## src/rtl/shift_slice_pkg.sv

```systemverilog
package shift_slice_pkg;
    typedef enum logic [2:0] {
        SEL_WORK   = 3'd0,
        SEL_SHADOW = 3'd1,
        SEL_PRESET = 3'd2,
        SEL_COUNT  = 3'd3,
        SEL_POS    = 3'd4,
        SEL_START  = 3'd5,
        SEL_STOP   = 3'd6,
        SEL_NONE   = 3'd7
    } wr_sel_e;

    typedef enum logic {
        ST_IDLE = 1'b0,
        ST_RUN  = 1'b1
    } run_state_e;
endpackage

```

## src/rtl/shift_div_ctr.sv

```systemverilog
module shift_div_ctr #(
    parameter int CNT_W = 12
) (
    input  logic             clk,
    input  logic             rst_n,
    input  logic             run,
    input  logic             ld_pre,
    input  logic             ld_cnt,
    input  logic [CNT_W-1:0] wr_val,
    output logic             tick,
    output logic [CNT_W-1:0] cnt_q,
    output logic [CNT_W-1:0] pre_q
);
    localparam logic [CNT_W-1:0] ONE = CNT_W'(1);

    assign tick = run && (cnt_q == '0);

    always_ff @(posedge clk) begin
        if (!rst_n) begin
            cnt_q <= '0;
            pre_q <= '0;
        end else begin
            if (ld_pre)
                pre_q <= wr_val;
            if (ld_cnt)
                cnt_q <= wr_val;
            else if (run)
                cnt_q <= (cnt_q == '0) ? pre_q : cnt_q - ONE;
        end
    end
endmodule

```

## src/rtl/shift_pos_ctr.sv

```systemverilog
module shift_pos_ctr #(
    parameter int POS_W = 8
) (
    input  logic               clk,
    input  logic               rst_n,
    input  logic               tick,
    input  logic               ld,
    input  logic [2*POS_W-1:0] wr_word,
    output logic               wrap,
    output logic [2*POS_W-1:0] pos_word
);
    localparam logic [POS_W-1:0] ONE = POS_W'(1);

    logic [POS_W-1:0] cur_q;
    logic [POS_W-1:0] rld_q;

    assign wrap     = tick && (cur_q == '0);
    assign pos_word = {rld_q, cur_q};

    always_ff @(posedge clk) begin
        if (!rst_n) begin
            cur_q <= '0;
            rld_q <= '0;
        end else if (ld) begin
            cur_q <= wr_word[POS_W-1:0];
            rld_q <= wr_word[2*POS_W-1:POS_W];
        end else if (tick) begin
            cur_q <= (cur_q == '0) ? rld_q : cur_q - ONE;
        end
    end
endmodule

```

## src/rtl/shift_data_pair.sv

```systemverilog
module shift_data_pair #(
    parameter int DATA_W = 32
) (
    input  logic              clk,
    input  logic              rst_n,
    input  logic              shift,
    input  logic              swap,
    input  logic              ser_in,
    input  logic              ld_work,
    input  logic              ld_shadow,
    input  logic [DATA_W-1:0] wr_data,
    output logic [DATA_W-1:0] work_q,
    output logic [DATA_W-1:0] shadow_q
);
    logic [DATA_W-1:0] shifted;

    assign shifted = {ser_in, work_q[DATA_W-1:1]};

    always_ff @(posedge clk) begin
        if (!rst_n) begin
            work_q   <= '0;
            shadow_q <= '0;
        end else begin
            if (ld_work)
                work_q <= wr_data;
            else if (swap)
                work_q <= shadow_q;
            else if (shift)
                work_q <= shifted;

            if (ld_shadow)
                shadow_q <= wr_data;
            else if (swap)
                shadow_q <= shifted;
        end
    end
endmodule

```

## src/rtl/shift_slice.sv

```systemverilog
module shift_slice
    import shift_slice_pkg::*;
#(
    parameter int DATA_W = 32,
    parameter int CNT_W  = 12,
    parameter int POS_W  = 8
) (
    input  logic               clk,
    input  logic               rst_n,
    input  logic               wr_en,
    input  logic [2:0]         wr_sel,
    input  logic [DATA_W-1:0]  wr_data,
    input  logic               ser_in,
    output logic               ser_out,
    output logic               shift_stb,
    output logic               exch_stb,
    output logic [DATA_W-1:0]  work_q,
    output logic [DATA_W-1:0]  shadow_q,
    output logic [CNT_W-1:0]   cnt_q,
    output logic [2*POS_W-1:0] pos_q,
    output logic               run_q
);
    localparam int PW = 2 * POS_W;

    run_state_e state_q, state_d;
    wr_sel_e    sel;
    logic       run, tick, wrap;
    logic       ld_work, ld_shadow, ld_pre, ld_cnt, ld_pos, go, halt;
    logic [CNT_W-1:0] preset_q;

    assign sel = wr_sel_e'(wr_sel);

    // Write decode
    always_comb begin
        ld_work   = 1'b0;
        ld_shadow = 1'b0;
        ld_pre    = 1'b0;
        ld_cnt    = 1'b0;
        ld_pos    = 1'b0;
        go        = 1'b0;
        halt      = 1'b0;
        if (wr_en) begin
            unique case (sel)
                SEL_WORK:   ld_work   = 1'b1;
                SEL_SHADOW: ld_shadow = 1'b1;
                SEL_PRESET: ld_pre    = 1'b1;
                SEL_COUNT:  ld_cnt    = 1'b1;
                SEL_POS:    ld_pos    = 1'b1;
                SEL_START:  go        = wr_data[0];
                SEL_STOP:   halt      = wr_data[0];
                SEL_NONE:   ;
            endcase
        end
    end

    // Run-state register
    always_ff @(posedge clk) begin
        if (!rst_n)
            state_q <= ST_IDLE;
        else
            state_q <= state_d;
    end

    // Next state
    always_comb begin
        state_d = state_q;
        unique case (state_q)
            ST_IDLE: if (go)   state_d = ST_RUN;
            ST_RUN:  if (halt) state_d = ST_IDLE;
        endcase
    end

    // Outputs
    always_comb begin
        run = 1'b0;
        unique case (state_q)
            ST_IDLE: run = 1'b0;
            ST_RUN:  run = 1'b1;
        endcase
    end

    assign run_q     = run;
    assign shift_stb = tick;
    assign exch_stb  = wrap;
    assign ser_out   = work_q[0];

    shift_div_ctr #(.CNT_W(CNT_W)) u_div (
        .clk    (clk),
        .rst_n  (rst_n),
        .run    (run),
        .ld_pre (ld_pre),
        .ld_cnt (ld_cnt),
        .wr_val (wr_data[CNT_W-1:0]),
        .tick   (tick),
        .cnt_q  (cnt_q),
        .pre_q  (preset_q)
    );

    shift_pos_ctr #(.POS_W(POS_W)) u_pos (
        .clk      (clk),
        .rst_n    (rst_n),
        .tick     (tick),
        .ld       (ld_pos),
        .wr_word  (wr_data[PW-1:0]),
        .wrap     (wrap),
        .pos_word (pos_q)
    );

    shift_data_pair #(.DATA_W(DATA_W)) u_data (
        .clk       (clk),
        .rst_n     (rst_n),
        .shift     (tick),
        .swap      (wrap),
        .ser_in    (ser_in),
        .ld_work   (ld_work),
        .ld_shadow (ld_shadow),
        .wr_data   (wr_data),
        .work_q    (work_q),
        .shadow_q  (shadow_q)
    );
endmodule

```

## config.mk

```make
export PLATFORM = sky130hd
export DESIGN_NAME = shift_slice
export DESIGN_NICKNAME = d
export VERILOG_FILES = /design/src/rtl/shift_slice_pkg.sv /design/src/rtl/shift_div_ctr.sv /design/src/rtl/shift_pos_ctr.sv /design/src/rtl/shift_data_pair.sv /design/src/rtl/shift_slice.sv
export SDC_FILE = /design/constraint.sdc
export NUM_CORES = 1
export LEC_CHECK = 0
export CORE_ASPECT_RATIO = 0.9
export CORE_UTILIZATION = 40
export DETAILED_ROUTE_END_ITERATION = 10
export PLACE_DENSITY = 0.63
export SYNTH_ARGS = -nofsm -noshare
export SYNTH_HDL_FRONTEND = slang
export SYNTH_HIERARCHICAL = 1
export SYNTH_SLANG_ARGS = --single-unit
export TNS_END_PERCENT = 10
```

## constraint.sdc

```tcl
create_clock -name clk -period 7.37 [get_ports clk]
set_input_delay 0.737 -clock clk [delete_from_list [all_inputs] [get_ports clk]]
set_output_delay 0.737 -clock clk [all_outputs]
set_load 0.05 [all_outputs]
```

Word-level counts from Yosys, hierarchy flattened

Cells that the tools add are included.
W data, S select, Z words.

Magnitude comparators: 0
Muxes and demuxes: 29
Div/mod/pow operators: 0
Add/subtract/negate cells: 2
Shifts and indexed selects: 0
Eq/ne operators: 6
Multipliers: 0
Reductions and logical operators: 9
Bitwise logic cells: 1

Operator list:

| operator                | count |
|---|---|
| $mux W32                | 5 |
| $mux W12                | 3 |
| $mux W8                 | 3 |
| $mux W1                 | 16 |
| $logic_not A12 Y1       | 1 |
| $sub A12 B1 Y12 const B | 1 |
| $eq A3 B3 Y1 const B    | 3 |
| $logic_not A8 Y1        | 1 |
| $sub A8 B1 Y8 const B   | 1 |
| $eq A3 B2 Y1 const B    | 2 |
| $reduce_bool A2 Y1      | 3 |
| $pmux W1 S2             | 2 |
| $eq A3 B1 Y1 const B    | 1 |
| $logic_not A3 Y1        | 1 |
| $reduce_bool A3 Y1      | 1 |
| $logic_and A1 B1 Y1     | 2 |
| $not A1 Y1              | 1 |

Flip-flop bits (word level): 105
Bits of input ports: 39
Memories: 0
Logic and storage cells: 54
Latch bits: 0
Memory bits (read-only): 0
Output and inout port bits: 96
Bits in writable memories: 0

Depth between registers and ports, before layout

Gate-level depths: netlist of the first run.

Word-level depth: 6
Gate-level depth with buffers: 15
Mapped depth without buffers: 9

Modules after synthesis

The synthesis of the first run kept the hierarchy.

By module, submodules not included:

| module          | area an instance (µm²) | sequential area each (µm²) | cells an instance | instances |
|---|---|---|---|---|
| shift_data_pair | 3364.5                 | 1281.2                     | 320               | 1 |
| shift_div_ctr   | 1365.1                 | 480.5                      | 164               | 1 |
| shift_pos_ctr   | 902.1                  | 320.3                      | 102               | 1 |
| shift_slice     | 117.6                  | 20.0                       | 12                | 1 |

Worst setup path after synthesis of the first run

Ideal clock, no wire load.

Path kind: reg-to-reg
Start: reg u_div.cnt_q[0]
End: reg u_data.work_q[19]
Period minus slack after synthesis: 4.552 ns
Setup time: 0.117 ns
Path buffers: 5
Cell stages (with the launch flop): 15
Data required time: 7.253 ns
Arrival time: 4.436 ns
Path slack: 2.818 ns
Cells stage by stage: dfxtp_1 inv_1 ha_1 or4b_1 buf_2 or3_1 buf_2 nor2_1 buf_2 and3_2 buf_6 buf_6 mux2_4 mux2_2 a22o_1

Cells in the longest elaborated chain, start to end: 5
Elaborated cells between the ends (all ways): 6
Classes of those cells: mux: 2; reduce/logical: 4

Ends and longest elaborated chain:

| item                    | line                  | text |
|---|---|---|
| start, declared         | shift_div_ctr.sv:11   | `output logic [CNT_W-1:0] cnt_q,` |
| start signal, assigned  | shift_div_ctr.sv:26   | `cnt_q <= wr_val;` |
| start signal, assigned  | shift_div_ctr.sv:28   | `cnt_q <= (cnt_q == '0) ? pre_q : cnt_q - ONE;` |
| $logic_not A12 Y1 (*)   | shift_div_ctr.sv:16   | `assign tick = run && (cnt_q == '0);` |
| $logic_and A1 B1 Y1 (*) | shift_div_ctr.sv:16   |  |
| named net shift_stb     | shift_slice.sv:15     | `output logic shift_stb,` |
| $logic_and A1 B1 Y1 (*) | shift_pos_ctr.sv:17   | `assign wrap = tick && (cur_q == '0);` |
| named net exch_stb      | shift_slice.sv:16     | `output logic exch_stb,` |
| $mux W32                | shift_data_pair.sv:26 | `else if (swap)` |
| $mux W32                | shift_data_pair.sv:24 | `if (ld_work)` |
| end signal, assigned    | shift_data_pair.sv:25 | `work_q <= wr_data;` |
| end signal, assigned    | shift_data_pair.sv:27 | `work_q <= shadow_q;` |
| end signal, assigned    | shift_data_pair.sv:29 | `work_q <= shifted;` |
| end, declared           | shift_data_pair.sv:12 | `output logic [DATA_W-1:0] work_q,` |

The timed path passes the listed nets; every way through them passes the cells marked *.
A chain may end at the register's enable or synchronous reset.

Worst setup path in the final report of the first run

Start: reg u_div.cnt_q[0]
End: out exch_stb

Cells in the longest elaborated chain, start to end: 3

Ends and longest elaborated chain:

| item                | line |
|---|---|
| $logic_not A12 Y1   | shift_div_ctr.sv:16 |
| $logic_and A1 B1 Y1 | shift_div_ctr.sv:16 |
| $logic_and A1 B1 Y1 | shift_pos_ctr.sv:17 |
| end, declared       | shift_slice.sv:16 |

No other way between the ends.

==> results of run 1 <==
[Yosys cell counts (2+ instances only)]
library cell	n	area share
dfxtp_1	105	0.37
mux2i_1	56	0.097
nand2_1	41	0.027
nor2_1	40	0.026
mux2_2	39	0.076
and2_1	34	0.037
o21ai_0	34	0.030
a22o_1	32	0.049
a21oi_1	27	0.024
clkbuf_1	26	0.017
mux2_4	25	0.065
nor3_1	13	0.011
nor3b_1	13	0.017
inv_1	11	0.0072
o32ai_1	8	0.012
buf_4	7	0.0091
o22ai_1	7	0.0076
buf_2	6	0.0052
buf_6	4	0.0078
ha_1	4	0.0087
or3_1	4	0.0044
xor2_1	4	0.0061
buf_1	3	0.0020
nor2b_1	3	0.0033
nor4_1	3	0.0033
a21boi_0	2	0.0026
a41o_1	2	0.0035
and4bb_2	2	0.0044
buf_8	2	0.0052
nand4b_1	2	0.0030
nor3_2	2	0.0035
nor4b_1	2	0.0030
o41ai_1	2	0.0030
or2_2	2	0.0022
or4_1	2	0.0026
xnor2_1	2	0.0030
[worst max path at each step]
stage                        start                 to  slack (ns)  cells after the start
global route        u_div/cnt_q[0]   u_data/work_q[0]        2.41                     11
finish              u_div/cnt_q[0]           exch_stb        2.61                      7
detailed placement  u_div/cnt_q[0]  u_data/work_q[11]        2.69                     11
floorplan           u_div/cnt_q[0]  u_data/work_q[19]        2.82                     14
CTS                 u_div/cnt_q[0]           exch_stb        2.62                      7
global placement    u_div/cnt_q[0]  u_data/work_q[31]        2.84                     11
[cell families after synthesis]
group / after synthesis / synth area share
AOI/OAI and AO/OA: 126 / 0.150
adders and majority gates: 4 / 0.00871
DFF: 105 / 0.366
xor gates and xnor gates: 6 / 0.00914
muxes: 121 / 0.241
buffers and inverters: 59 / 0.0535
and+or+nand+nor: 177 / 0.172
[state kept, by name (all words and copies together) (netlist names)]
signal,cells
state_q,1
u_data/shadow_q,32
u_data/work_q,32
u_div/cnt_q,12
u_div/pre_q,12
u_pos/cur_q,8
u_pos/rld_q,8
[power by group]
group	switching [W]	internal, W	leakage, nW
Combinational	0.000161	0.000106	1.67
Sequential	0.0000167	0.000580	0.849
Clock	0.000212	0.000254	0.144
Total	0.000390	0.000940	2.66
[per-layer routing]
layer / track usage / routed length [um]
met5: 0 / 0
met3: 0.0776 / 1350
met4: 0.0525 / 158
met1: 0.286 / 7310
met2: 0.332 / 6960
[critical path: cells and delay by family (launching register included)]
family | cells | cell delay, ns
simple gates | 4 | 2.14
fa+ha+maj | 1 | 0.21
flops | 1 | 0.34
buf+inv | 2 | 0.97
[metrics by stage]
stage               worst slack, ns  instances  power, W
CTS                            2.62        899   0.00134
finish                         2.61        899   0.00133
global placement               2.84        884  0.000871
global route                   2.41        899   0.00139
detailed placement             2.69        884  0.000874
floorplan                      2.82        598  0.000792
[final cells by class]
class,instances,share of cell area
timing repair buffer,141,0.188
clock inverter,3,0.00202
clock buffer,12,0.0359
multi-input combinational,434,0.453
sequential,105,0.283
tap,193,0.0326
inverter,11,0.00557
==> run metrics, run 1 <==
Starting DRT DRC Count 358; Slew Limit Fails 0; FF-to-FF End u_data/work_q[24]; fin util 0.530; HP Class flop to flop; crit path kind flop to output port; Die Wd 128 um; Synth cell types 63; num rows 41; first-pass GRT wire length 25.0 mm; fillers 1235; hpwl dp 10.5 mm; Worst Path Arrival 4.02 ns; CP peak stage delay 0.83 ns; leak pwr 2.66 nW; design area 7420 um^2; max_cap viols 0; initial antenna violation count 0; Post-CTS Resized 0; Hold Fails Final Rpt 0; RSZ-0062 raised after global routing false; Core Region 14000 um^2; Hold Path Sink u_div/pre_q[11]; Synth Warn # 6; Worst Hold Slack 0.495 ns; via total after detailed routing 4846; Final ANT Viol Nets 0; initial core utilization 0.411; status completed; Slew @ Worst Pin 1.07 ns; postcts setup bufs 0; IO Pins 135; grt ovf 0; worst-path fanout max 12; Critical Path, Cell by Cell inv_1 > ha_1 > or4b_1 > or3_1 > nor2_1 > and3_4 > clkdlybuf4s50_1; Syn Area/Cell 9.61 um^2; IO buf count 134; TritonCTS Buffers 9; most common cell after layout, fill and taps aside clkdlybuf4s50_1; peak supply drop 0.000114 V; PwrDens 179 nW/um^2; dominant synthesized flop cell dfxtp_1; TritonCTS clock tree yes; # DRC 0; Clock Skew 0.00717 ns; Finish-stage setup viols 0; final WL 15.8 mm; routed len/inst 17.6 um; Post-synth EDFFs 0; synth-to-layout area growth 29.0%; nature of the critical path endpoint output port; Longest Clk Path Bufs 2; Clock Sinks 105; DRT Pass-1 Iters 5; Post-Syn Area 5750 um^2; Reg area 2100 um^2; r2r worst-path depth 10; Worst Hold Depth 2; Final Net Count 745; H-tree depth 3; Root Buffer clkbuf_16; ratio of cells with drive above 1 in the final layout 0.146; Max Freq 210 MHz; Tcrit/Tclk final 0.645; most frequent cells in the layout clkdlybuf4s50_1 (134), dfxtp_1 (105), mux2i_1 (56); relative slew slack 0.287; number of synthesized register bits 105; Post-CTS Hold Fix Bufs 0; die height 116 um; Clock transition at path regs 0.07 ns; Syn Inst Count 598; Reg2Reg Launch Point u_div/cnt_q[0]; sequential fraction of the synthesis area 0.366; min-delay src u_div/pre_q[11]; Area after DPL 7140 um^2; r2r setup slk 2.68 ns; Clock Latency Late Sink 0.35 ns; Syn Nets 641; Post-synth ARST share 0; total track usage 0.215; RePlAce Congestion 0.845; CP required 6.63 ns; vias in the first global route 4673; n_diodes 0; vias per cell 5.39; largest net degree at the start of global routing 66; fin crit period 4.76 ns; CP Launch Type flop; die area 14900 um^2; setup tns final 0 ns; crit path max-delay cell type clkdlybuf4s50_1; footprint of the multi-input gates 3360 um^2
Power figures use the tool's default switching activity.
==> run 2: changes to the inputs <==
- PLACE_DENSITY: 0.63 -> 0.66
- clock period: 7.37 -> 3.9 ns (I/O delays scaled with it)
==> run 2 against run 1 <==
  * First-iteration DRC count grew 1.1%
  * Global-route usage grew 1.1 points
  * Cell count grew 1.2%
  * Clock-buffer cell count shrank 1
  * Via count grew 2.4%
==> run metrics, run 2 (same netlist as run 1, synthesis figures left out) <==
RePlAce Congestion 0.887; design area 7570 um^2; Worst Slack Setup Final 0.257 ns; Post-CTS Resized 0; pre-CTS setup slack 0.494 ns; HP Class flop to flop; Hold Fails Final Rpt 0; CP required 3.51 ns; min-delay src u_div/pre_q[6]; Starting DRT DRC Count 362; Core Region 14000 um^2; sw frac 0.288; initial antenna violation count 0; Int Pwr 0.00187 W; Slew @ Worst Pin 0.663 ns; leak pwr 2.73 nW; setup tns final 0 ns; relative slew slack 0.558; Area after DPL 7260 um^2; grt ovf 0; Final ANT Viol Nets 0; Critical Path, Cell by Cell inv_1 > ha_1 > or4b_1 > or3_1 > nor2_4 > buf_4 > clkdlybuf4s50_1; vias in the first global route 4776; Worst Hold Depth 2; final WL 16.5 mm; Worst Path Arrival 3.25 ns; postcts setup bufs 0; Finish-stage setup viols 0; Clock Skew 0.00781 ns; Die Wd 128 um; vias per cell 5.45; total power 0.00263 W; die area 14900 um^2; status completed; n_diodes 0; hpwl dp 11.2 mm; num rows 41; Clock Sinks 105; Tcrit/Tclk final 0.934; CP Launch Type flop; Max Freq 274 MHz; CP startpoint u_div/cnt_q[0]; Metal-1 WL 7.62 mm; crit path max-delay cell type clkdlybuf4s50_1; via total after detailed routing 4962; most common cell after layout, fill and taps aside clkdlybuf4s50_1; Root Buffer clkbuf_16; peak supply drop 0.000220 V; Worst Hold Slack 0.505 ns; met3 wire len 1.09 mm; met2 WL 7.66 mm; FF-to-FF End u_data/work_q[16]; Psw 0.000758 W; routed len/inst 18.1 um; nature of the critical path endpoint output port; DRT Pass-1 Iters 4; Clock transition at path regs 0.07 ns; Logic pwr share 0.201; r2r setup slk 0.46 ns; initial core utilization 0.411; worst-path fanout max 11; IO buf count 134; clock power share 0.371; die height 116 um; Clock Latency Late Sink 0.36 ns; largest net degree at the start of global routing 65; Slew Limit Fails 0; # DRC 0; crit path kind flop to output port; total track usage 0.226; share of power burned in registers 0.428; most frequent cells in the layout clkdlybuf4s50_1 (133), dfxtp_1 (103), mux2i_1 (56); max_cap viols 0; synth-to-layout area growth 31.6%; r2r worst-path depth 10; H-tree depth 3; IO Pins 135; TritonCTS clock tree yes; ratio of cells with drive above 1 in the final layout 0.162; PwrDens 348 nW/um^2; largest registers u_data/shadow_q: 32 flops, u_data/work_q: 32 flops; TritonCTS Buffers 9; Reg2Reg Launch Point u_div/cnt_q[0]; fin crit period 3.64 ns; Longest Clk Path Bufs 2; Post-CTS Hold Fix Bufs 0; Hold Path Sink u_div/pre_q[6]; Final Net Count 755; DR top layer met4; first-pass GRT wire length 25.8 mm; RSZ-0062 raised after global routing false; CP peak stage delay 0.85 ns
==> run 2: worst max path at each step <==
stage                     slack [ns]  depth (start not counted)                 to
after floorplan                 0.03                         14  u_data/work_q[19]
after global placement          0.58                         10   u_data/work_q[7]
after CTS                       0.25                          7          shift_stb
after global routing            0.13                          7          shift_stb
after detailed placement        0.49                         10  u_data/work_q[19]
final                           0.26                          7          shift_stb
==> run 2: power by group through the flow <==
| stage | logic (W) | clock network (W) | registers, W |
|---|---|---|---|
| 6_report | 0.000528 | 0.000976 | 0.00113 |
| 5_1_grt | 0.000565 | 0.00104 | 0.00113 |
| 4_1_cts | 0.000526 | 0.000997 | 0.00113 |
| 3_5_place_dp | 0.000522 | 0 | 0.00115 |
| 3_3_place_gp | 0.000518 | 0 | 0.00115 |
| 2_1_floorplan | 0.000280 | 0 | 0.00122 |
==> run 2: critical path: cells and delay by family, from the launching register on <==
family	cells	cell delay, ns
buffers and inverters	3	1.17
adders and majority gates	1	0.20
and+or+nand+nor	3	1.18
DFF	1	0.34
==> run 2: cell type report <==
cell class                      count  area, um^2
Timing Repair Buffer              151        1500
Multi-Input combinational cell    434        3360
Clock buffer                       11         233
Clock inverter                      5        80.1
Sequential cell                   105        2100
Fill cell                        1243        6440
Tap cell                          193         241
Inverter                           11        41.3
==> run 2: per-layer routing <==
layer	up-vias	GRT usage
li1	2387	-
met1	2437	0.297
met2	129	0.366
met3	9	0.0697
met4	0	0.0471
met5	-	0
==> run 2: metrics by stage <==
stage          instances   util
2_1_floorplan        598      -
3_3_place_gp         894  0.518
3_5_place_dp         894  0.518
4_1_cts              910  0.540
5_1_grt              910  0.540
6_report             910  0.540
==> run 3: changes to the inputs <==
- CTS_BUF_LIST: default -> sky130_fd_sc_hd__clkbuf_4 sky130_fd_sc_hd__clkbuf_8
- PLACE_DENSITY: 0.66 -> 0.67
- SYNTH_HIERARCHICAL: 1 -> default
==> run 3 against run 2 <==
  * Clock-buffer cell count up 1
  * Via count up 21%
  * Sequential cell count unchanged
  * Highest routed layer unchanged
  * Core utilization down 0.33 points
  * Global-route usage up 4.1 points
  * Maximum frequency up 18%
  * Non-clock buffer count down 3
==> run metrics, run 3 <==
status completed; top cell type's share of synthesized area 0.390; RePlAce Congestion 0.888; Worst Path Arrival 2.70 ns; first-pass GRT wire length 30.2 mm; Max Freq 324 MHz; Slew Limit Fails 0; PwrDens 375 nW/um^2; largest area contributor in the netlist dfxtp_1; Starting DRT DRC Count 715; Slew @ Worst Pin 1.02 ns; Hold Path Sink u_div.pre_q[3]; fin cells 963; number of synthesized register bits 105; Post-synth EDFFs 0; setup tns final 0 ns; Die Wd 124 um; initial core utilization 0.416; Worst Hold Depth 2; sequential fraction of the synthesis area 0.390; nature of the critical path endpoint output port; Tcrit/Tclk final 0.792; Clock Latency Late Sink 0.38 ns; synth top area cells dfxtp_1 (39%), o21ai_0 (12%), nand2_1 (5.5%); count leader, synth o21ai_0; Core Region 12900 um^2; Post-synth ARST share 0; Clock Sinks 105; ratio of cells with drive above 1 in the final layout 0.0538; r2r setup slk 1.06 ns; Syn Nets 751; r2r worst-path depth 8; Area after DPL 6770 um^2; leak pwr 2.42 nW; Post-CTS Hold Fix Bufs 0; placed instance count 948; Final Net Count 837; CP Launch Type flop; vias per cell 6.25; Synth Warn # 0; Longest Clk Path Bufs 2; Reg2Reg Launch Point u_pos.cur_q[0]; routed len/inst 19.6 um; postcts setup bufs 0; peak supply drop 0.000246 V; DRT Pass-1 Iters 5; TritonCTS clock tree yes; Post-synth top cells o21ai_0 (129), dfxtp_1 (105), nand2_1 (79), clkbuf_1 (59), nand3_1 (44); vias in the first global route 5595; Syn Area/Cell 7.59 um^2; final WL 18.9 mm; num rows 39; HP Class flop to flop; fillers 1201; Finish-stage setup viols 0; largest registers u_data.shadow_q: 32 flops, u_data.work_q: 32 flops; grt ovf 0; Synth cell types 55; die height 112 um; Clock transition at path regs 0.09 ns; most common cell after layout, fill and taps aside clkdlybuf4s50_1; H-tree depth 3; Final ANT Viol Nets 0; IO Pins 135; Syn Inst Count 709; RSZ-0062 raised after global routing false; Worst Hold Slack 0.460 ns; most frequent cells in the layout clkdlybuf4s50_1 (132), o21ai_0 (129), dfxtp_1 (105); Post-CTS Resized 0; TritonCTS Buffers 9; IO buf count 134; hpwl dp 12.2 mm; dominant synthesized flop cell dfxtp_1; n_diodes 0; largest net degree at the start of global routing 74; worst-path fanout max 36; Root Buffer clkbuf_8; min-delay src u_div.pre_q[3]; relative slew slack 0.317; CP required 3.51 ns; # DRC 0; Clock Skew 0.00501 ns; Post-Syn Area 5380 um^2; die area 13900 um^2; crit path kind flop to output port; initial antenna violation count 0; design area 6950 um^2; max_cap viols 0; Hold Fails Final Rpt 0; fin util 0.537; FF-to-FF End u_data.work_q[21]; fin crit period 3.09 ns; via total after detailed routing 6023; total track usage 0.267; synth-to-layout area growth 29.0%
==> run 3: worst max-delay path by stage <==
stage,slack (ns),endpoint,from,cells past startpoint
after floorplan,1.08,exch_stb,u_pos.cur_q[0],7
after global placement,1.06,u_data.shadow_q[14],wr_en,6
after CTS,0.86,exch_stb,u_pos.cur_q[0],7
after detailed placement,0.95,u_data.shadow_q[21],wr_en,6
final,0.81,exch_stb,u_pos.cur_q[0],7
after global routing,0.62,exch_stb,u_pos.cur_q[0],7
==> run 3: layout make-up <==
cell class	count	area, um^2	share of cell area
Multi-Input combinational cell	524	2980	0.429
Sequential cell	105	2100	0.303
Timing Repair Buffer	148	1450	0.209
Tap cell	164	205	0.0295
Clock buffer	12	165	0.0238
Inverter	7	26.3	0.00378
Clock inverter	3	15.0	0.00216
==> run 3: metrics by stage <==
step                power (W)  setup WS (ns)
finish                0.00261          0.811
global route          0.00272          0.619
CTS                   0.00260          0.860
detailed placement    0.00196          0.953
global placement      0.00195           1.06
floorplan             0.00169           1.08
==> run 3: cell families after synthesis <==
logic type      share of synthesized area
simple gates                        0.223
xor+xnor                          0.00488
fa+ha+maj                         0.00697
buf+inv                            0.0607
compound gates                      0.314
flops                               0.390
==> run 3: where the power goes <==
part / switching, W / total [W] / internal (W)
Combinational: 0.000533 / 0.000772 / 0.000240
Clock: 0.000374 / 0.000653 / 0.000279
Sequential: 0.0000602 / 0.00118 / 0.00112
==> run 3: layer usage <==
layer | part of all wire | global-route usage | wire [um]
met2 | 0.47 | 0.419 | 8830
met1 | 0.44 | 0.369 | 8370
met3 | 0.070 | 0.0467 | 1320
met5 | 0 | 0 | 0
met4 | 0.021 | 0.0948 | 397
==> run 3: worst max-delay path: stages (launching register included) <==
cell     delay, ns
dfxtp_1       0.39
inv_1         0.08
ha_1          0.32
nor4b_4       0.26
buf_4         0.37
nand2_2       0.46
nor2_1        0.20
buf_4         0.22
